File: config.mk
export PLATFORM = sky130hd
export DESIGN_NAME = tot_column_readout
export DESIGN_NICKNAME = d
export VERILOG_FILES = /design/src/rtl/tot_pkg.sv /design/src/rtl/tot_pixel_cell.sv /design/src/rtl/tot_prio_enc.sv /design/src/rtl/tot_readout_ctrl.sv /design/src/rtl/tot_column_readout.sv
export SDC_FILE = /design/constraint.sdc
export NUM_CORES = 2
export LEC_CHECK = 0
export ABC_AREA = 0
export BUFFER_PORTS_ARGS = -buffer_cell sky130_fd_sc_hd__buf_2
export CAP_MARGIN = 10
export CORE_ASPECT_RATIO = 0.6
export CORE_MARGIN = 8
export CORE_UTILIZATION = 60
export CTS_CLUSTER_DIAMETER = 200
export DETAILED_ROUTE_END_ITERATION = 12
export HOLD_SLACK_MARGIN = 0.08
export PLACE_DENSITY = 0.8
export REMOVE_ABC_BUFFERS = 1
export SYNTH_ARGS = -nofsm -noshare
export SYNTH_HDL_FRONTEND = slang
export SYNTH_SLANG_ARGS = --single-unit
File: constraint.sdc
create_clock -name clk -period 9.15 [get_ports clk]
set_input_delay 1.83 -clock clk [delete_from_list [all_inputs] [get_ports clk]]
set_output_delay 1.83 -clock clk [all_outputs]
set_load 0.02 [all_outputs]
File: src/rtl/tot_pkg.sv
package tot_pkg;
  localparam int TRIM_W   = 5;
  localparam int MASK_BIT = 5;

  typedef enum logic {
    KIND_LEAD  = 1'b0,
    KIND_TRAIL = 1'b1
  } rd_kind_e;
endpackage

File: src/rtl/tot_pixel_cell.sv
module tot_pixel_cell
  import tot_pkg::*;
#(
  parameter int TS_W = 12
) (
  input  logic                clk,
  input  logic                rst_n,
  input  logic                comp,
  input  logic [TS_W-1:0]     ts,
  input  logic                cfg_phase,
  input  logic                cfg_wr,
  input  logic                freeze,
  input  logic                clr,
  output logic [TS_W-1:0]     lead_q,
  output logic [TS_W-1:0]     trail_q,
  output logic                full,
  output logic                drop,
  output logic [TRIM_W-1:0]   trim
);
  logic            comp_q;
  logic            open_q;
  logic [TS_W-1:0] cfg_q;
  logic            cap_en, rise, fall;

  assign cap_en = !cfg_phase && !cfg_q[MASK_BIT];
  assign rise   = comp && !comp_q;
  assign fall   = !comp && comp_q;
  assign drop   = cap_en && rise && !freeze && full;
  assign trim   = cfg_q[TRIM_W-1:0];

  always_ff @(posedge clk or negedge rst_n) begin
    if (!rst_n) begin
      comp_q  <= 1'b0;
      open_q  <= 1'b0;
      full    <= 1'b0;
      lead_q  <= '0;
      trail_q <= '0;
      cfg_q   <= '0;
    end else begin
      comp_q <= comp;
      if (cfg_phase && cfg_wr) cfg_q <= ts;
      if (clr) full <= 1'b0;
      if (cap_en) begin
        if (rise && !freeze && !full && !open_q) begin
          lead_q <= ts;
          open_q <= 1'b1;
        end
        if (fall && open_q) begin
          trail_q <= ts;
          open_q  <= 1'b0;
          full    <= 1'b1;
        end
      end
    end
  end
endmodule

File: src/rtl/tot_prio_enc.sv
module tot_prio_enc #(
  parameter int N = 32,
  localparam int IW = $clog2(N)
) (
  input  logic [N-1:0]  req,
  output logic          any,
  output logic [IW-1:0] idx
);
  always_comb begin
    any = |req;
    idx = '0;
    for (int i = N - 1; i >= 0; i--) begin
      if (req[i]) idx = IW'(i);
    end
  end
endmodule

File: src/rtl/tot_readout_ctrl.sv
module tot_readout_ctrl
  import tot_pkg::*;
#(
  parameter int TS_W   = 12,
  parameter int ADDR_W = 7
) (
  input  logic              clk,
  input  logic              rst_n,
  input  logic              sel_any,
  input  logic [ADDR_W-1:0] sel_addr,
  input  logic [TS_W-1:0]   sel_lead,
  input  logic [TS_W-1:0]   sel_trail,
  input  logic              read_lead,
  input  logic              read_trail,
  input  logic              out_ready,
  output logic              release_sel,
  output logic              out_valid,
  output logic [TS_W-1:0]   out_data,
  output logic [ADDR_W-1:0] out_addr,
  output logic              out_trail,
  output logic [TS_W-1:0]   out_tot
);
  logic     accept;
  rd_kind_e kind;

  assign accept      = sel_any && (read_lead || read_trail) && (!out_valid || out_ready);
  assign kind        = read_lead ? KIND_LEAD : KIND_TRAIL;
  assign release_sel = accept && (kind == KIND_TRAIL);

  always_ff @(posedge clk or negedge rst_n) begin
    if (!rst_n) begin
      out_valid <= 1'b0;
      out_data  <= '0;
      out_addr  <= '0;
      out_trail <= 1'b0;
      out_tot   <= '0;
    end else if (accept) begin
      out_valid <= 1'b1;
      out_addr  <= sel_addr;
      out_trail <= (kind == KIND_TRAIL);
      out_data  <= (kind == KIND_TRAIL) ? sel_trail : sel_lead;
      out_tot   <= sel_trail - sel_lead;
    end else if (out_ready) begin
      out_valid <= 1'b0;
    end
  end
endmodule

File: src/rtl/tot_column_readout.sv
module tot_column_readout
  import tot_pkg::*;
#(
  parameter int NCELLS = 32,
  parameter int TS_W   = 12,
  parameter int ADDR_W = 7,
  localparam int IW    = $clog2(NCELLS)
) (
  input  logic                     clk,
  input  logic                     rst_n,
  input  logic [NCELLS-1:0]        comp,
  input  logic [TS_W-1:0]          ts,
  input  logic                     cfg_phase,
  input  logic                     cfg_wr,
  input  logic [ADDR_W-1:0]        cfg_sel,
  input  logic                     freeze,
  input  logic                     read_lead,
  input  logic                     read_trail,
  input  logic                     out_ready,
  output logic                     out_valid,
  output logic [TS_W-1:0]          out_data,
  output logic [ADDR_W-1:0]        out_addr,
  output logic                     out_trail,
  output logic [TS_W-1:0]          out_tot,
  output logic                     busy,
  output logic                     overflow,
  output logic [NCELLS*TRIM_W-1:0] trim_codes
);
  logic [TS_W-1:0]   lead_arr  [NCELLS];
  logic [TS_W-1:0]   trail_arr [NCELLS];
  logic [NCELLS-1:0] full_vec, drop_vec, clr_vec;
  logic              sel_any, release_sel;
  logic [IW-1:0]     sel_idx;

  for (genvar g = 0; g < NCELLS; g++) begin : g_cell
    tot_pixel_cell #(.TS_W(TS_W)) u_cell (
      .clk       (clk),
      .rst_n     (rst_n),
      .comp      (comp[g]),
      .ts        (ts),
      .cfg_phase (cfg_phase),
      .cfg_wr    (cfg_wr && (cfg_sel == ADDR_W'(g))),
      .freeze    (freeze),
      .clr       (clr_vec[g]),
      .lead_q    (lead_arr[g]),
      .trail_q   (trail_arr[g]),
      .full      (full_vec[g]),
      .drop      (drop_vec[g]),
      .trim      (trim_codes[g*TRIM_W +: TRIM_W])
    );
    assign clr_vec[g] = release_sel && (sel_idx == IW'(g));
  end

  tot_prio_enc #(.N(NCELLS)) u_enc (
    .req (full_vec),
    .any (sel_any),
    .idx (sel_idx)
  );

  tot_readout_ctrl #(.TS_W(TS_W), .ADDR_W(ADDR_W)) u_ctrl (
    .clk         (clk),
    .rst_n       (rst_n),
    .sel_any     (sel_any),
    .sel_addr    (ADDR_W'(sel_idx)),
    .sel_lead    (lead_arr[sel_idx]),
    .sel_trail   (trail_arr[sel_idx]),
    .read_lead   (read_lead),
    .read_trail  (read_trail),
    .out_ready   (out_ready),
    .release_sel (release_sel),
    .out_valid   (out_valid),
    .out_data    (out_data),
    .out_addr    (out_addr),
    .out_trail   (out_trail),
    .out_tot     (out_tot)
  );

  assign busy = |full_vec;

  always_ff @(posedge clk or negedge rst_n) begin
    if (!rst_n)          overflow <= 1'b0;
    else if (|drop_vec)  overflow <= 1'b1;
  end
endmodule

Word level (Yosys, flattened, before mapping)
Index checks and enable logic that the tools add are counted.
{ "word_totals": {"input_bits": 59, "register_bits": 1088, "elab_cells": 1182, "output_inout_bits": 195} }
{ "classes": {"bitwise": 1, "addsub": 1, "magnitude_cmp": 1, "eq_ne": 62, "muxes": 202, "reduce_logical": 717} }
{ "ops": {"columns": ["cell", "n"], "rows": [
  ["$logic_and 1x1->1", 419],
  ["$reduce_and 2->1", 96],
  ["$logic_not 1->1", 163],
  ["$mux 1", 163],
  ["$mux 5", 32],
  ["$bmux 12 s5", 2],
  ["$eq 7x5->1 const B", 16],
  ["$eq 5x5->1 const B", 16],
  ["$reduce_bool 2->1", 33],
  ["$reduce_or 32->1", 2],
  ["$mux 12", 5],
  ["$eq 7x4->1 const B", 8],
  ["$eq 5x4->1 const B", 8],
  ["$eq 7x3->1 const B", 4],
  ["$eq 5x3->1 const B", 4],
  ["$eq 7x2->1 const B", 2],
  ["$sub 12x12->12", 1],
  ["$eq 5x2->1 const B", 2],
  ["$eq 7x1->1 const B", 1],
  ["$logic_not 7->1", 1],
  ["$ge 6x6->1 const B", 1],
  ["$not 5->6", 1],
  ["$eq 5x1->1 const B", 1],
  ["$logic_not 5->1", 1],
  ["$logic_or 1x1->1", 2]
]} }

Logic depth before layout (Yosys ltp)
{ "logic_depth": {"word_depth": 37, "ltp_mapped": 26, "depth_no_buf": 19} }

By module
From an unflattened synthesis, not the netlist that was laid out.
{ "unflattened": {"hier_cells": 3577, "area_unflattened_um2": 51170.3} }
{ "modules_own_cells": {"columns": ["module", "area_per_inst_um2", "instances", "cells_per_inst", "seq_area_each_um2"], "rows": [
  ["tot_pixel_cell", 1315.0, 32, 81, 825.8],
  ["tot_column_readout", 6794.0, 1, 707, 25.0],
  ["tot_readout_ctrl", 1910.6, 1, 213, 825.8],
  ["tot_prio_enc", 385.4, 1, 65, 0.0]
]} }

Worst setup path before layout
No wires, ideal clock.
{ "synth_path": {"kind": "reg-to-reg", "start": "register g_cell[16].u_cell.full", "end": "register u_ctrl.out_tot[10]", "path_stages_with_launch": 27, "t_arrival_ns": 5.778, "t_required_ns": 9.060, "setup_time_ns": 0.090, "setup_slack_ns": 3.282, "n_path_buf": 8, "synth_period_minus_slack_ns": 5.868, "cell_sequence": "dfrtp_1 > buf_2 > or2_4 > a2111oi_4 > o21ai_2 > a211oi_4 > buf_6 > buf_2 > buf_2 > buf_2 > buf_2 > buf_2 > buf_1 > nand2_1 > a31oi_1 > o22ai_1 > or3_1 > o31ai_1 > ha_1 > inv_1 > fa_1 > maj3_2 > maj3_2 > a211oi_1 > o21ai_1 > a2111o_1 > o2111ai_1"} }
{ "synth_between": {"elab_chain_len": 22, "elab_cells_between_ends": 28, "cone_classes": "add/sub: 1; mux: 23; bitwise: 1; reduce/logical: 3"} }
{ "synth_rtl": {"columns": ["element", "line", "source"], "rows": [
  ["from (decl)", "tot_pixel_cell.sv:16", "output logic full,"],
  ["from (signal assigned)", "tot_pixel_cell.sv:35", "full <= 1'b0;"],
  ["from (signal assigned)", "tot_pixel_cell.sv:42", "if (clr) full <= 1'b0;"],
  ["from (signal assigned)", "tot_pixel_cell.sv:51", "full <= 1'b1;"],
  ["$mux 5 (17 in series)", "tot_prio_enc.sv:13", "if (req[i]) idx = IW'(i);"],
  ["$not 5->6 (implied by the code)", "tot_column_readout.sv:65, tot_column_readout.sv:66", null],
  ["$bmux 12 s5 (on tied branches)", "tot_column_readout.sv:66, tot_column_readout.sv:65", null],
  ["$mux 12 (on tied branches) (2 in series)", "tot_column_readout.sv:66, tot_column_readout.sv:65", null],
  ["$sub 12x12->12", "tot_readout_ctrl.sv:42", "out_tot <= sel_trail - sel_lead;"],
  ["to (signal assigned)", "tot_readout_ctrl.sv:42", null],
  ["to (decl)", "tot_readout_ctrl.sv:21", "output logic [TS_W-1:0] out_tot"]
]} }
Several ways; a longest one is shown, not always the timed one. The select of a mux whose other input is x is not followed.
A chain may end at the register's enable or synchronous reset.

Worst setup path in the final report
{ "layout_path": {"start": "register g_cell[6].u_cell.full", "end": "register u_ctrl.out_tot[11]"} }
{ "layout_between": {"elab_chain_len": 12, "elab_cells_between_ends": 18, "cone_classes": "add/sub: 1; mux: 13; bitwise: 1; reduce/logical: 3"} }
{ "layout_rtl": {"columns": ["element", "line"], "rows": [
  ["from (decl)", "tot_pixel_cell.sv:16"],
  ["from (signal assigned)", "tot_pixel_cell.sv:35"],
  ["from (signal assigned)", "tot_pixel_cell.sv:42"],
  ["from (signal assigned)", "tot_pixel_cell.sv:51"],
  ["$mux 5 (7 in series)", "tot_prio_enc.sv:13"],
  ["$not 5->6 (implied by the code)", "tot_column_readout.sv:65, tot_column_readout.sv:66"],
  ["$bmux 12 s5 (on tied branches)", "tot_column_readout.sv:66, tot_column_readout.sv:65"],
  ["$mux 12 (on tied branches) (2 in series)", "tot_column_readout.sv:66, tot_column_readout.sv:65"],
  ["$sub 12x12->12", "tot_readout_ctrl.sv:42"]
]} }
Several ways; a longest one is shown, not always the timed one. The select of a mux whose other input is x is not followed.

==> impl_results.md <==
- Outcome: finished, violations left
- Violated checks: capacitance limit, slew limit
- Gr ovfl total: 0
- TritonCTS clock tree: done
- Fin crit share: 0.688
- Largest family of logic cells by synthesized area: multiplexers
- Synth Register Bits: 1088
- Top FF cell, synth: dfrtp_1
- Commonest cells in the netlist: dfrtp_1, mux2_2, nand2_1
- Number of detailed-route iterations in the first pass: 6
- Synth Instances: 4121
- H-tree depth: 3
- Critical path buffers and inverters: 1
- DP Wirelength: 96200 um
- Crit path largest cell delay: 730 ps
- Largest net degree at the start of global routing: 187
- Post-route antenna net violation count: 0
- PwrDens: 370 mW/mm2
- Final core occ: 0.662
- DR vias: 35126
- Slew headroom: -0.00177
- CP max-delay cell: buf_4
- Simple-gate portion of the synthesized area: 0.0786
- Tot GR Track Use: 0.323
- Most frequent cell after synthesis: dfrtp_1
- Compound-cell area share of the yosys netlist: 0.0892
- EDFF count, synth: 0
- Layout Cells excl Fill: 5240
- Worst skew pair latency: 720 ps
- Multiplexer share of the synthesized area: 0.222
- Hold buffers post-CTS: 0
- Worst-Margin Slew: 1490 ps
- Netlist cell types: 85
- Layout cells sized above 1: 0.369
- # resized after CTS: 0
- Die Y: 238 um
- Max-cap viol count: 1
- Crit. End Element: flop
- Area Overhead vs Synth: 9.29%
- Power, Total: 19.9 mW
- Die area: 0.0920 mm2
- Wirelength per Cell: 28.7 um
- Die width: 386 um
- Setup-failing EPs final: 0
- Clock Pin Slew Worst Setup and Hold Paths: 70 ps
- Post-synth top area cell: dfrtp_1
- Core box area: 0.0815 mm2
- Worst EP required: 9740 ps
- Layout fillers: 5918
- Skew final: 30.4 ps
- Cell row count: 81
- Top cell type's share of synthesized area: 0.552
- Post-Route WL: 150000 um
- Port-buffer cells: 251
- Placer Congestion: 0.990
- Via density: 6.70
- Syn avg cell area: 12.0 um2
- RSZ-0062 raised after global routing: no
- First-pass GRT wire length: 226000 um
- Hold WC Path Type: reg2reg
- CP Data Arrival Time: 6890 ps
- Setup TNS: 0 ps
- Fmax: 159 MHz
- Cell area after synthesis: 0.0494 mm2
- Adder-cell share of the synthesized area: 0.00360
- Largest cells by area after synthesis: dfrtp_1, mux2_2, nand2_1
- Number of I/O pins: 254
- Starting density of the core: 0.606
- Num CTS Buffers: 97
- XOR/XNOR share of the synthesized area: 0.00177
- # nets final: 4137
- Cell family with most CP delay: compound AO/OA/AOI/OAI gates
- CP max FO: 63
- Placed Area: 0.0505 mm2
- Longest Clk Path Bufs: 3
- Final worst slack: 2850 ps
- Post-CTS setup buffers: 0
- Vias in the first global route: 34729
- Sink Count: 1088
- Crit Path Class: reg2reg
- Dpl cells: 5046
- Startpoint types: flop
- Initial antenna violation count: 9
- CTS root buffer: clkbuf_16
- Fin crit period: 6300 ps
- Syn. warnings: 0
- Leakage: 24.4 nW
- Max-slew violation count: 1
- Post-route cell area: 0.0540 mm2
- Worst IR drop on VDD: 0.000365 V
- Hold Fails Final Rpt: 0
- Crit-path cells: nor2b_1 > nor4_1 > o41a_1 > a211o_4 > buf_4 > nand2_1 > a31oi_1 > o22ai_1 > or3_1 > o31ai_1 > ha_1 > a21o_1 > maj3_2 > maj3_2 > a2111oi_4 > o21ai_1 > a21o_1 > a211o_1
- Worst slack at placement: 3050 ps
- Number of remaining DRC errors: 0
- Hold WS: 473 ps
- DRT iter0 DRCs: 4352
- Post-synth ARST share: 1.00
- Sequential area share after synthesis: 0.552
## cells in the final DEF, fill, tap and decap left out, types with 7 or more instances in the layout
cell type  netlist  final
o31ai_1         13     13
clkbuf_8         0     27
or3_1           17     17
clkbuf_1       243     15
mux2_2         966    966
clkbuf_16        0     98
ha_1             9      9
nand4_1         29     29
bufinv_16        0     10
buf_4          163     77
a32oi_1          8      7
mux2i_1          7      7
nand3_1         63     63
clkinv_2         0     17
nand2_1        419    418
a21oi_1        191    191
a31oi_1         35     35
diode_2          0     11
nor4_1          38      7
buf_2           23    246
a21o_1           8      7
nor3_1          54     52
o21ai_0         75     75
o22ai_1        127    127
inv_1           43     43
nor4_2           2     33
nand2b_1        69     68
dfrtp_1       1088   1088
buf_12           0      7
nor2b_1          9      9
a221oi_1       133    133
nor2_1         118    118
## flip-flops by register name, summed over array words and instances, names as in the netlist
signal,count
g_cell.u_cell.comp_q,32
u_ctrl.out_trail,1
u_ctrl.out_valid,1
overflow,1
u_ctrl.out_tot,12
u_ctrl.out_addr,5
g_cell.u_cell.lead_q,384
g_cell.u_cell.full,32
g_cell.u_cell.cfg_q,192
g_cell.u_cell.trail_q,384
u_ctrl.out_data,12
g_cell.u_cell.open_q,32
## path summary, 6_finish.rpt
check,startpoint,end,slack [ps],depth (start not counted)
setup / recovery,g_cell[6].u_cell.full,u_ctrl.out_tot[11],2850,18
hold / removal,u_ctrl.out_addr[4],u_ctrl.out_addr[4],470,2
hold reg to reg,u_ctrl.out_addr[4],u_ctrl.out_addr[4],470,2
min in group asynchronous,rst_n,g_cell[2].u_cell.lead_q[8],1150,1
setup reg to reg,g_cell[6].u_cell.full,u_ctrl.out_tot[11],2850,18
max in group asynchronous,rst_n,g_cell[15].u_cell.trail_q[5],5900,3
## cell type report
cell class	instances	area (um2)	share of cell area
Antenna cell	11	27.5	0.000510
Clock buffer	140	2880	0.0534
Clock inverter	41	529	0.00981
Inverter	44	165	0.00306
Multi-Input combinational cell	2505	19800	0.367
Sequential cell	1088	27200	0.505
Tap cell	1079	1350	0.0250
Timing Repair Buffer	332	1980	0.0367
## logic make-up after synthesis
family / count (synthesis)
compound gates: 661
xor+xnor: 10
fa+ha+maj: 14
buf+inv: 529
flops: 1088
mux: 973
other cells: 1
simple gates: 845
## report_power, final
group	switching, mW	internal (mW)
sequential	1.03	6.51
clock	1.90	2.49
combinational	4.93	3.08
## routing by layer
| metal | part of all wire | GRT usage |
|---|---|---|
| met1 | 0.42 | 0.475 |
| met2 | 0.42 | 0.446 |
| met3 | 0.12 | 0.113 |
| met4 | 0.034 | 0.109 |
| met5 | 0 | 0 |
## worst min-delay path, delay by kind of cell, from the launching register on
family             cells  cell delay (ps)
DFF                    1              340
AOI/OAI and AO/OA      1               60
and+or+nand+nor        1               40
No activity file was read; power rests on OpenSTA's default activity.
